File: src/rtl/cap_trap_ctrl.sv
module cap_trap_ctrl #(
  parameter int CAP_W    = 257,
  parameter int XLEN     = 64,
  parameter int OFF_LSB  = 128,
  parameter int BASE_LSB = 64,
  parameter int SYS_BIT  = 203,
  parameter int RIDX_W   = 5,
  parameter int PRIV_LO  = 27
) (
  input  logic              clk,
  input  logic              rst_n,
  input  logic              fault_i,
  input  logic [4:0]        fault_cause_i,
  input  logic              fault_has_reg_i,
  input  logic [RIDX_W-1:0] fault_reg_i,
  input  logic              eret_i,
  input  logic [XLEN-1:0]   pc_i,
  input  logic [CAP_W-1:0]  pcc_i,
  input  logic [CAP_W-1:0]  kcc_i,
  input  logic [RIDX_W-1:0] chk_reg_i,
  output logic              reg_locked_o,
  output logic              trap_valid_o,
  output logic              trap_class_o,
  output logic [15:0]       cause_o,
  output logic [XLEN-1:0]   vector_base_o,
  output logic [CAP_W-1:0]  epcc_o,
  output logic [CAP_W-1:0]  next_pcc_o,
  output logic [CAP_W-1:0]  delayed_pcc_o
);

  localparam int          OFF_HI    = OFF_LSB + XLEN - 1;
  localparam int          BASE_HI   = BASE_LSB + XLEN - 1;
  localparam logic [4:0]  LAST_PLAIN = 5'd10;
  localparam logic [4:0]  CALL_IDX  = 5'd5;
  localparam logic [4:0]  RET_IDX   = 5'd6;
  localparam logic [7:0]  NO_REG    = 8'hFF;
  localparam logic [RIDX_W-1:0] PRIV_FIRST = RIDX_W'(PRIV_LO);

  logic [7:0]       code_w;
  logic [7:0]       regf_w;
  logic [CAP_W-1:0] saved_w;

  assign code_w = (fault_cause_i <= LAST_PLAIN) ? {3'b000, fault_cause_i}
                                                : {3'b000, fault_cause_i} + 8'd5;
  assign regf_w = fault_has_reg_i ? 8'(fault_reg_i) : NO_REG;

  always_comb begin
    saved_w = pcc_i;
    saved_w[OFF_HI:OFF_LSB] = pc_i;
  end

  assign reg_locked_o = (chk_reg_i >= PRIV_FIRST) && !pcc_i[SYS_BIT];

  always_ff @(posedge clk) begin
    if (!rst_n) begin
      cause_o       <= '0;
      trap_valid_o  <= 1'b0;
      trap_class_o  <= 1'b0;
      vector_base_o <= '0;
      epcc_o        <= '0;
      next_pcc_o    <= '0;
      delayed_pcc_o <= '0;
    end else begin
      trap_valid_o <= fault_i;
      if (fault_i) begin
        cause_o       <= {code_w, regf_w};
        trap_class_o  <= (fault_cause_i == CALL_IDX) || (fault_cause_i == RET_IDX);
        vector_base_o <= kcc_i[BASE_HI:BASE_LSB];
        epcc_o        <= saved_w;
        next_pcc_o    <= kcc_i;
        delayed_pcc_o <= kcc_i;
      end else if (eret_i) begin
        next_pcc_o    <= epcc_o;
        delayed_pcc_o <= epcc_o;
      end
    end
  end


  kcc_install_chk: assert property (@(posedge clk) disable iff (!rst_n)
    fault_i |=> (next_pcc_o == $past(kcc_i)) && (delayed_pcc_o == $past(kcc_i)));


  pc_offset_chk: assert property (@(posedge clk) disable iff (!rst_n)
    fault_i |=> epcc_o[OFF_HI:OFF_LSB] == $past(pc_i));


  eret_restore_chk: assert property (@(posedge clk) disable iff (!rst_n)
    (eret_i && !fault_i) |=> (next_pcc_o == $past(epcc_o)) && (delayed_pcc_o == $past(epcc_o)));


  idle_hold_chk: assert property (@(posedge clk) disable iff (!rst_n)
    !fault_i |=> $stable(cause_o) && $stable(epcc_o) && !trap_valid_o);


  trap_class_chk: assert property (@(posedge clk) disable iff (!rst_n)
    (trap_valid_o && trap_class_o) |-> (cause_o[15:8] == 8'h05 || cause_o[15:8] == 8'h06));


  low_reg_open_chk: assert property (@(posedge clk) disable iff (!rst_n)
    (chk_reg_i < PRIV_FIRST) |-> !reg_locked_o);


  cause_range_chk: assert property (@(posedge clk) disable iff (!rst_n)
    fault_i |-> fault_cause_i <= 5'd19);

endmodule

File: config.mk
export PLATFORM = sky130hd
export DESIGN_NAME = cap_trap_ctrl
export DESIGN_NICKNAME = d
export VERILOG_FILES = /design/src/rtl/cap_trap_ctrl.sv
export SDC_FILE = /design/constraint.sdc
export NUM_CORES = 1
export LEC_CHECK = 0
export BUFFER_PORTS_ARGS = -buffer_cell sky130_fd_sc_hd__buf_4
export CORE_AREA = 2 2 566 568
export CTS_CLUSTER_SIZE = 40
export DETAILED_ROUTE_END_ITERATION = 10
export DIE_AREA = 0 0 568 570
export SLEW_MARGIN = 20
export SYNTH_ARGS = -nofsm -noshare
export SYNTH_HDL_FRONTEND = slang
export SYNTH_SLANG_ARGS = --single-unit
File: constraint.sdc
create_clock -name clk -period 2 [get_ports clk]
set_input_delay 0.3 -clock clk [delete_from_list [all_inputs] [get_ports clk]]
set_output_delay 0.3 -clock clk [all_outputs]
set_load 0.02 [all_outputs]
==> results of run 1 <==
## critical path, cell delays in order
cell,delay [ps]
dlygate4sd3_1,530
buf_4,140
nor3_1,340
buf_4,270
## report_power, final
part | internal (mW) | switching [mW]
Sequential | 12.6 | 0.897
Clock | 8.49 | 5.70
Combinational | 3.87 | 4.66
Total | 24.9 | 11.3
## placed cells by master, fill, tap and decap left out, drive strengths merged, types with 4 or more instances in the layout
cell type,synthesis,final
buf,371,1484
dfxtp,592,592
dlygate4sd3,0,537
mux2i,530,530
nand2,309,309
nor2b,275,275
o211a,210,210
clkbuf,80,112
diode,0,56
o21ai,54,54
a21boi,50,50
and2,49,49
clkinv,0,12
inv,5,6
o221a,4,4
bufinv,0,4
## stage by stage
stage               utilization  hold slack (ps)  instances
floorplan                     -              411       2558
global placement          0.127              452       7771
detailed placement        0.127              463       7771
CTS                       0.152              117       8438
global route              0.152              160       8475
finish                    0.152              239       8495
## final timing paths
check                                         end  slack [ps]  depth (start not counted)
worst max-delay path                 reg_locked_o         100                          4
worst max register to register   delayed_pcc_o[3]         640                          4
worst min register to register       trap_class_o         470                          2
worst min-delay path            vector_base_o[57]         240                          3
## flip-flops by register name (all words and copies together) (netlist names)
name / flops
vector_base_o: 64
trap_valid_o: 1
delayed_pcc_o: 257
trap_class_o: 1
cause_o: 12
epcc_o: 257
## cell families after synthesis
group,Yosys count,share of synthesized area
xor gates and xnor gates,1,0.000333
DFF,592,0.451
adders and majority gates,3,0.00143
AOI/OAI and AO/OA,332,0.110
other,1,0.000143
muxes,530,0.202
and+or+nand+nor,642,0.123
buffers and inverters,456,0.112
## repair_timing
item | in CTS | in global routing
endpoints found under the hold margin | 588 | 0
gates cloned | 0 | 2
gates resized for setup | 4 | 3
endpoints found under the setup margin | 6 | 2
hold buffers | 539 | 0
pin swaps | 0 | 1
## cell type report
class | count | share of cell area
clock inverters | 18 | 0.00469
inverters | 5 | 0.000544
well taps | 4180 | 0.108
repair buffers | 2024 | 0.352
clock buffers | 110 | 0.0477
multi-input cells | 1510 | 0.238
diodes | 56 | 0.00290
flip-flops and latches | 592 | 0.246
## per-layer routing
metal  up-vias  track usage
met2      1393        0.201
li1      11900            -
met1     12100        0.121
met5         -            0
met3       423       0.0765
met4        88       0.0496
==> flow_metrics.env, run 1 <==
export IMPL_dr_pass1_iters=5
export IMPL_synth_edf_count=0
export IMPL_synthCells=2557
export IMPL_cts_num_sinks=592
export IMPL_grt_setup_unrepaired="no"
export IMPL_fin_ws_ps=101
export IMPL_tns_ps=0
export IMPL_grt_start_max_net_pins=100
export IMPL_multiInputGateArea_um2=11500
export IMPL_via_count=25900
export IMPL_setup_viol=0
export IMPL_die_width_um=568
export IMPL_place_ws_ps=308
export IMPL_status="complete, no violations"
export IMPL_tightest_slew_ps=513
export IMPL_antenna_left=0
export IMPL_min_from="kcc_i[121]"
export IMPL_grt_antenna_before_repair=125
export IMPL_num_io_pins=1452
export IMPL_num_rows=207
export IMPL_maxSlewHeadroom=0.658
export IMPL_grt_pass1_vias=25100
export IMPL_grt_use_total=0.121
export IMPL_final_area_um2=48300
export IMPL_path_clk_slew_ps=60
export IMPL_reg2reg_from="delayed_pcc_o[3]"
export IMPL_drcViolationCount=0
export IMPL_synth_seq_cells=592
export IMPL_wl_met2_um=95000
export IMPL_post_cts_buffers=0
export IMPL_startpoint="pcc_i[203]"
export IMPL_critPathCaptureType="primary output"
export IMPL_synth_largest_area_cell="dfxtp_1"
export IMPL_finalClockSkew_ps=17.7
export IMPL_wl_met1_um=72500
export IMPL_seqCellArea_um2=11900
export IMPL_max_clock_freq_ghz=0.526
export IMPL_ys_warn_count=0
export IMPL_avgSynthCellArea_um2=10.3
export IMPL_p_total_mw=36.2
export IMPL_io_buffers=1385
export IMPL_hold_class="in -> reg"
export IMPL_grt_ovfl_total=0
export IMPL_async_flop_share=0
export IMPL_fin_nets=4811
export IMPL_crit_arrival_ps=1600
export IMPL_drv_cap=0
export IMPL_cts_tree="yes"
export IMPL_fin_crit_sh=0.950
export IMPL_synth_cell_types=38
export IMPL_yosysMostFrequentCell="dfxtp_1"
export IMPL_p_leak_nw=23.0
export IMPL_area_growth_pct=83.6
export IMPL_synth_ff_type="dfxtp_1"
export IMPL_crit_fanout=2
export IMPL_drt_initial_drc_count=1395
export IMPL_h_tree_depth=3
export IMPL_yosys_top_cells_area="dfxtp_1 45%, mux2i_1 20%, buf_4 8.6%, o211a_1 8.0%, nor2b_1 6.5%"
export IMPL_cts_root_buf="clkbuf_16"
export IMPL_die_h_um=570
export IMPL_period_needed_ps=1900
export IMPL_peakVddDrop_mv=0.554
export IMPL_wl_um=208000
export IMPL_synth_top_area_share=0.451
export IMPL_maxSlewViolCount=0
export IMPL_critPathKind="in -> out"
export IMPL_viasPerCell=3.05
export IMPL_timing_final_hold_violations=0
export IMPL_place_hpwl_um=176000
export IMPL_placed_area_um2=40100
export IMPL_ys_top_cells_by_count="592 x dfxtp_1, 530 x mux2i_1, 309 x nand2_1"
export IMPL_drive_gt1_frac=0.379
export IMPL_startpoint_type="input port"
export IMPL_grt_pass1_wl_um=258000
export IMPL_p_per_area_nw_per_um2=749
export IMPL_fillCellCount=35700
export IMPL_highest_layer="met5"
export IMPL_dieArea_um2=324000
export IMPL_clk_latency_ps=760
export IMPL_wl_per_cell_um=24.5
export IMPL_gp_congestion=0.938
export IMPL_numCtsBuffers=77
export IMPL_clockBufferDepth=4
export IMPL_wl_met3_um=29800
export IMPL_syn_area_um2=26300
export IMPL_core_area_um2=317000
export IMPL_cp_required_ps=1700
export IMPL_initial_utilization=0.0829
export IMPL_yosysSeqAreaShare=0.451
No activity file was read; power rests on OpenSTA's default activity.
==> inputs of run 2 (changes only) <==
--- a/config.mk
+++ b/config.mk
@@ -5,8 +5,9 @@
 export SDC_FILE = /design/constraint.sdc
 export NUM_CORES = 1
 export LEC_CHECK = 0
-export BUFFER_PORTS_ARGS = -buffer_cell sky130_fd_sc_hd__buf_4
+export BUFFER_PORTS_ARGS = -buffer_cell sky130_fd_sc_hd__buf_2
 export CORE_AREA = 2 2 566 568
+export CTS_BUF_LIST = sky130_fd_sc_hd__clkbuf_16
 export CTS_CLUSTER_SIZE = 40
 export DETAILED_ROUTE_END_ITERATION = 10
 export DIE_AREA = 0 0 568 570
==> run 2 against run 1 <==
Effect of this change: clock power is 9% lower; sequential power barely moved; wire length is 1.5% lower; sequential share of layout area rose by 2.2 points.
==> flow_metrics.env, run 2 (synthesized netlist as in run 1, its figures left out) <==
export IMPL_globalRoute_busiestLayer="met2"
export IMPL_grt_use_total=0.120
export IMPL_maxSlewViolCount=0
export IMPL_timing_final_hold_violations=0
export IMPL_num_rows=207
export IMPL_cts_num_sinks=592
export IMPL_dieArea_um2=324000
export IMPL_tightest_slew_ps=501
export IMPL_crit_fanout=28
export IMPL_startpoint_type="input port"
export IMPL_critPathCaptureType="register"
export IMPL_die_width_um=568
export IMPL_antenna_left=0
export IMPL_maxSlewHeadroom=0.666
export IMPL_wl_per_cell_um=24.2
export IMPL_setup_viol=0
export IMPL_top_regs="delayed_pcc_o (257), epcc_o (257), vector_base_o (64)"
export IMPL_drv_cap=0
export IMPL_initial_utilization=0.0829
export IMPL_grtUsageMet3=0.0774
export IMPL_core_area_um2=317000
export IMPL_grt_pass1_vias=25100
export IMPL_grtUsageMet2=0.197
export IMPL_dr_pass1_iters=5
export IMPL_cts_root_buf="clkbuf_16"
export IMPL_p_per_area_nw_per_um2=763
export IMPL_fin_nets=4807
export IMPL_p_leak_nw=22.1
export IMPL_max_clock_freq_ghz=0.513
export IMPL_numCtsBuffers=76
export IMPL_fin_crit_sh=0.976
export IMPL_h_tree_depth=3
export IMPL_num_io_pins=1452
export IMPL_grt_antenna_before_repair=120
export IMPL_path_common_cell="dlygate4sd3_1"
export IMPL_drcViolationCount=0
export IMPL_path_clk_slew_ps=60
export IMPL_reg2reg_from="delayed_pcc_o[217]"
export IMPL_clk_latency_ps=760
export IMPL_gp_congestion=0.963
export IMPL_min_path_cells=3
export IMPL_min_from="kcc_i[110]"
export IMPL_cts_tree="yes"
export IMPL_grt_pass1_wl_um=256000
export IMPL_cpMaxStageDelayCell="dlygate4sd3_1"
export IMPL_place_ws_ps=354
export IMPL_period_needed_ps=1950
export IMPL_area_growth_pct=68.7
export IMPL_peakVddDrop_mv=0.572
export IMPL_die_h_um=570
export IMPL_critPathTopFamily="buffers and inverters"
export IMPL_fin_ws_ps=48.9
export IMPL_critPathKind="in -> reg"
export IMPL_min_delay_worst_endpoint="vector_base_o[46]"
export IMPL_drt_initial_drc_count=1337
export IMPL_crit_arrival_ps=2570
export IMPL_clockBufferDepth=4
export IMPL_cp_depth=7
export IMPL_grt_start_max_net_pins=78
export IMPL_crit_chain="dlygate4sd3_1, buf_8, buf_12, mux2i_1, nand2_1, o211a_1, dlygate4sd3_1"
export IMPL_viasPerCell=3.08
export IMPL_fillCellCount=36000
export IMPL_post_cts_buffers=0
export IMPL_drive_gt1_frac=0.373
export IMPL_io_buffers=1385
export IMPL_grt_setup_unrepaired="no"
export IMPL_status="complete, no violations"
export IMPL_r2r_end="delayed_pcc_o[217]"
export IMPL_grt_ovfl_total=0
export IMPL_r2r_cells=4
export IMPL_final_common_cell="buf_2"
export IMPL_place_hpwl_um=175000
export IMPL_wl_um=205000
export IMPL_reg2reg_slack_ps=390
export IMPL_via_count=26200
export IMPL_final_cell_mix="1374 x buf_2, 588 x dfxtp_1, 533 x dlygate4sd3_1"
export IMPL_use_met1=0.120
export IMPL_tns_ps=0
export IMPL_cp_required_ps=2610
export IMPL_finalClockSkew_ps=15.3
export IMPL_hold_class="in -> reg"
export IMPL_max_stage_delay_ps=560
export IMPL_critPathBufInv=4
run 2: cell types whose count changed in the layout (fill, tap and decap cells not counted), moves of 2 or more:
| cell | delta |
|---|---|
| clkbuf_16 | -5 |
| inv_1 | +20 |
| clkinv_1 | +16 |
| buf_2 | +1374 |
| buf_4 | -1364 |
| clkbuf_8 | -21 |
| buf_12 | -7 |
| dlygate4sd3_1 | -4 |
| diode_2 | +2 |
| clkbuf_1 | -10 |
run 2: layer usage:
metal | vias to the layer above | wire, um
li1 | 11900 | -
met1 | 12300 | 70400
met2 | 1457 | 93400
met3 | 425 | 30700
met4 | 76 | 10300
met5 | - | 505
run 2: cell type report:
cell class / instances / area [um^2] / share of cell area
tap: 4180 / 5230 / 0.118
antenna: 58 / 145 / 0.00327
clock buffer: 76 / 1900 / 0.0429
inverter: 5 / 26.3 / 0.000593
sequential: 592 / 11900 / 0.267
timing repair buffer: 2021 / 13400 / 0.302
multi-input combinational: 1510 / 11500 / 0.259
clock inverter: 51 / 310 / 0.00700
run 2: timing repair:
action,4_1_cts,5_1_grt
cloned,0,0
pin swaps,0,0
setup endpoints to repair,13,1
hold endpoints to repair,581,0
hold buffers,533,0
resized for setup,11,1
run 2: how the worst max path moves through the flow:
stage                       startpoint                  to
CTS                 delayed_pcc_o[126]     next_pcc_o[126]
detailed placement             fault_i   delayed_pcc_o[92]
finish                          eret_i  delayed_pcc_o[217]
global route        delayed_pcc_o[123]     next_pcc_o[123]
floorplan                       eret_i   delayed_pcc_o[27]
global placement               fault_i   delayed_pcc_o[92]
run 2: report_power, final:
part	leakage [nW]	switching [mW]	internal (mW)
Combinational	16.1	4.61	2.97
Clock	1.16	5.63	7.24
Sequential	4.90	0.833	12.6
Total	22.1	11.1	22.8
run 2: through the flow:
step / total power [mW] / hold slack [ps] / area, um^2 / instances / utilization
4_1_cts: 34.4 / 12.2 / 44200 / 8435 / 0.139
3_3_place_gp: 20.2 / 454 / 36600 / 7775 / 0.115
5_1_grt: 35.3 / 71.1 / 44300 / 8468 / 0.140
6_report: 33.8 / 73.5 / 44300 / 8493 / 0.140
3_5_place_dp: 20.2 / 460 / 36600 / 7775 / 0.115
2_1_floorplan: 17.1 / 411 / 26300 / 2558 / -
run 2: worst reg2reg max path: stages (launching register included):
cell	delay, ps
dfxtp_1	380
mux2i_1	350
nand2_1	110
o211a_1	120
dlygate4sd3_1	540
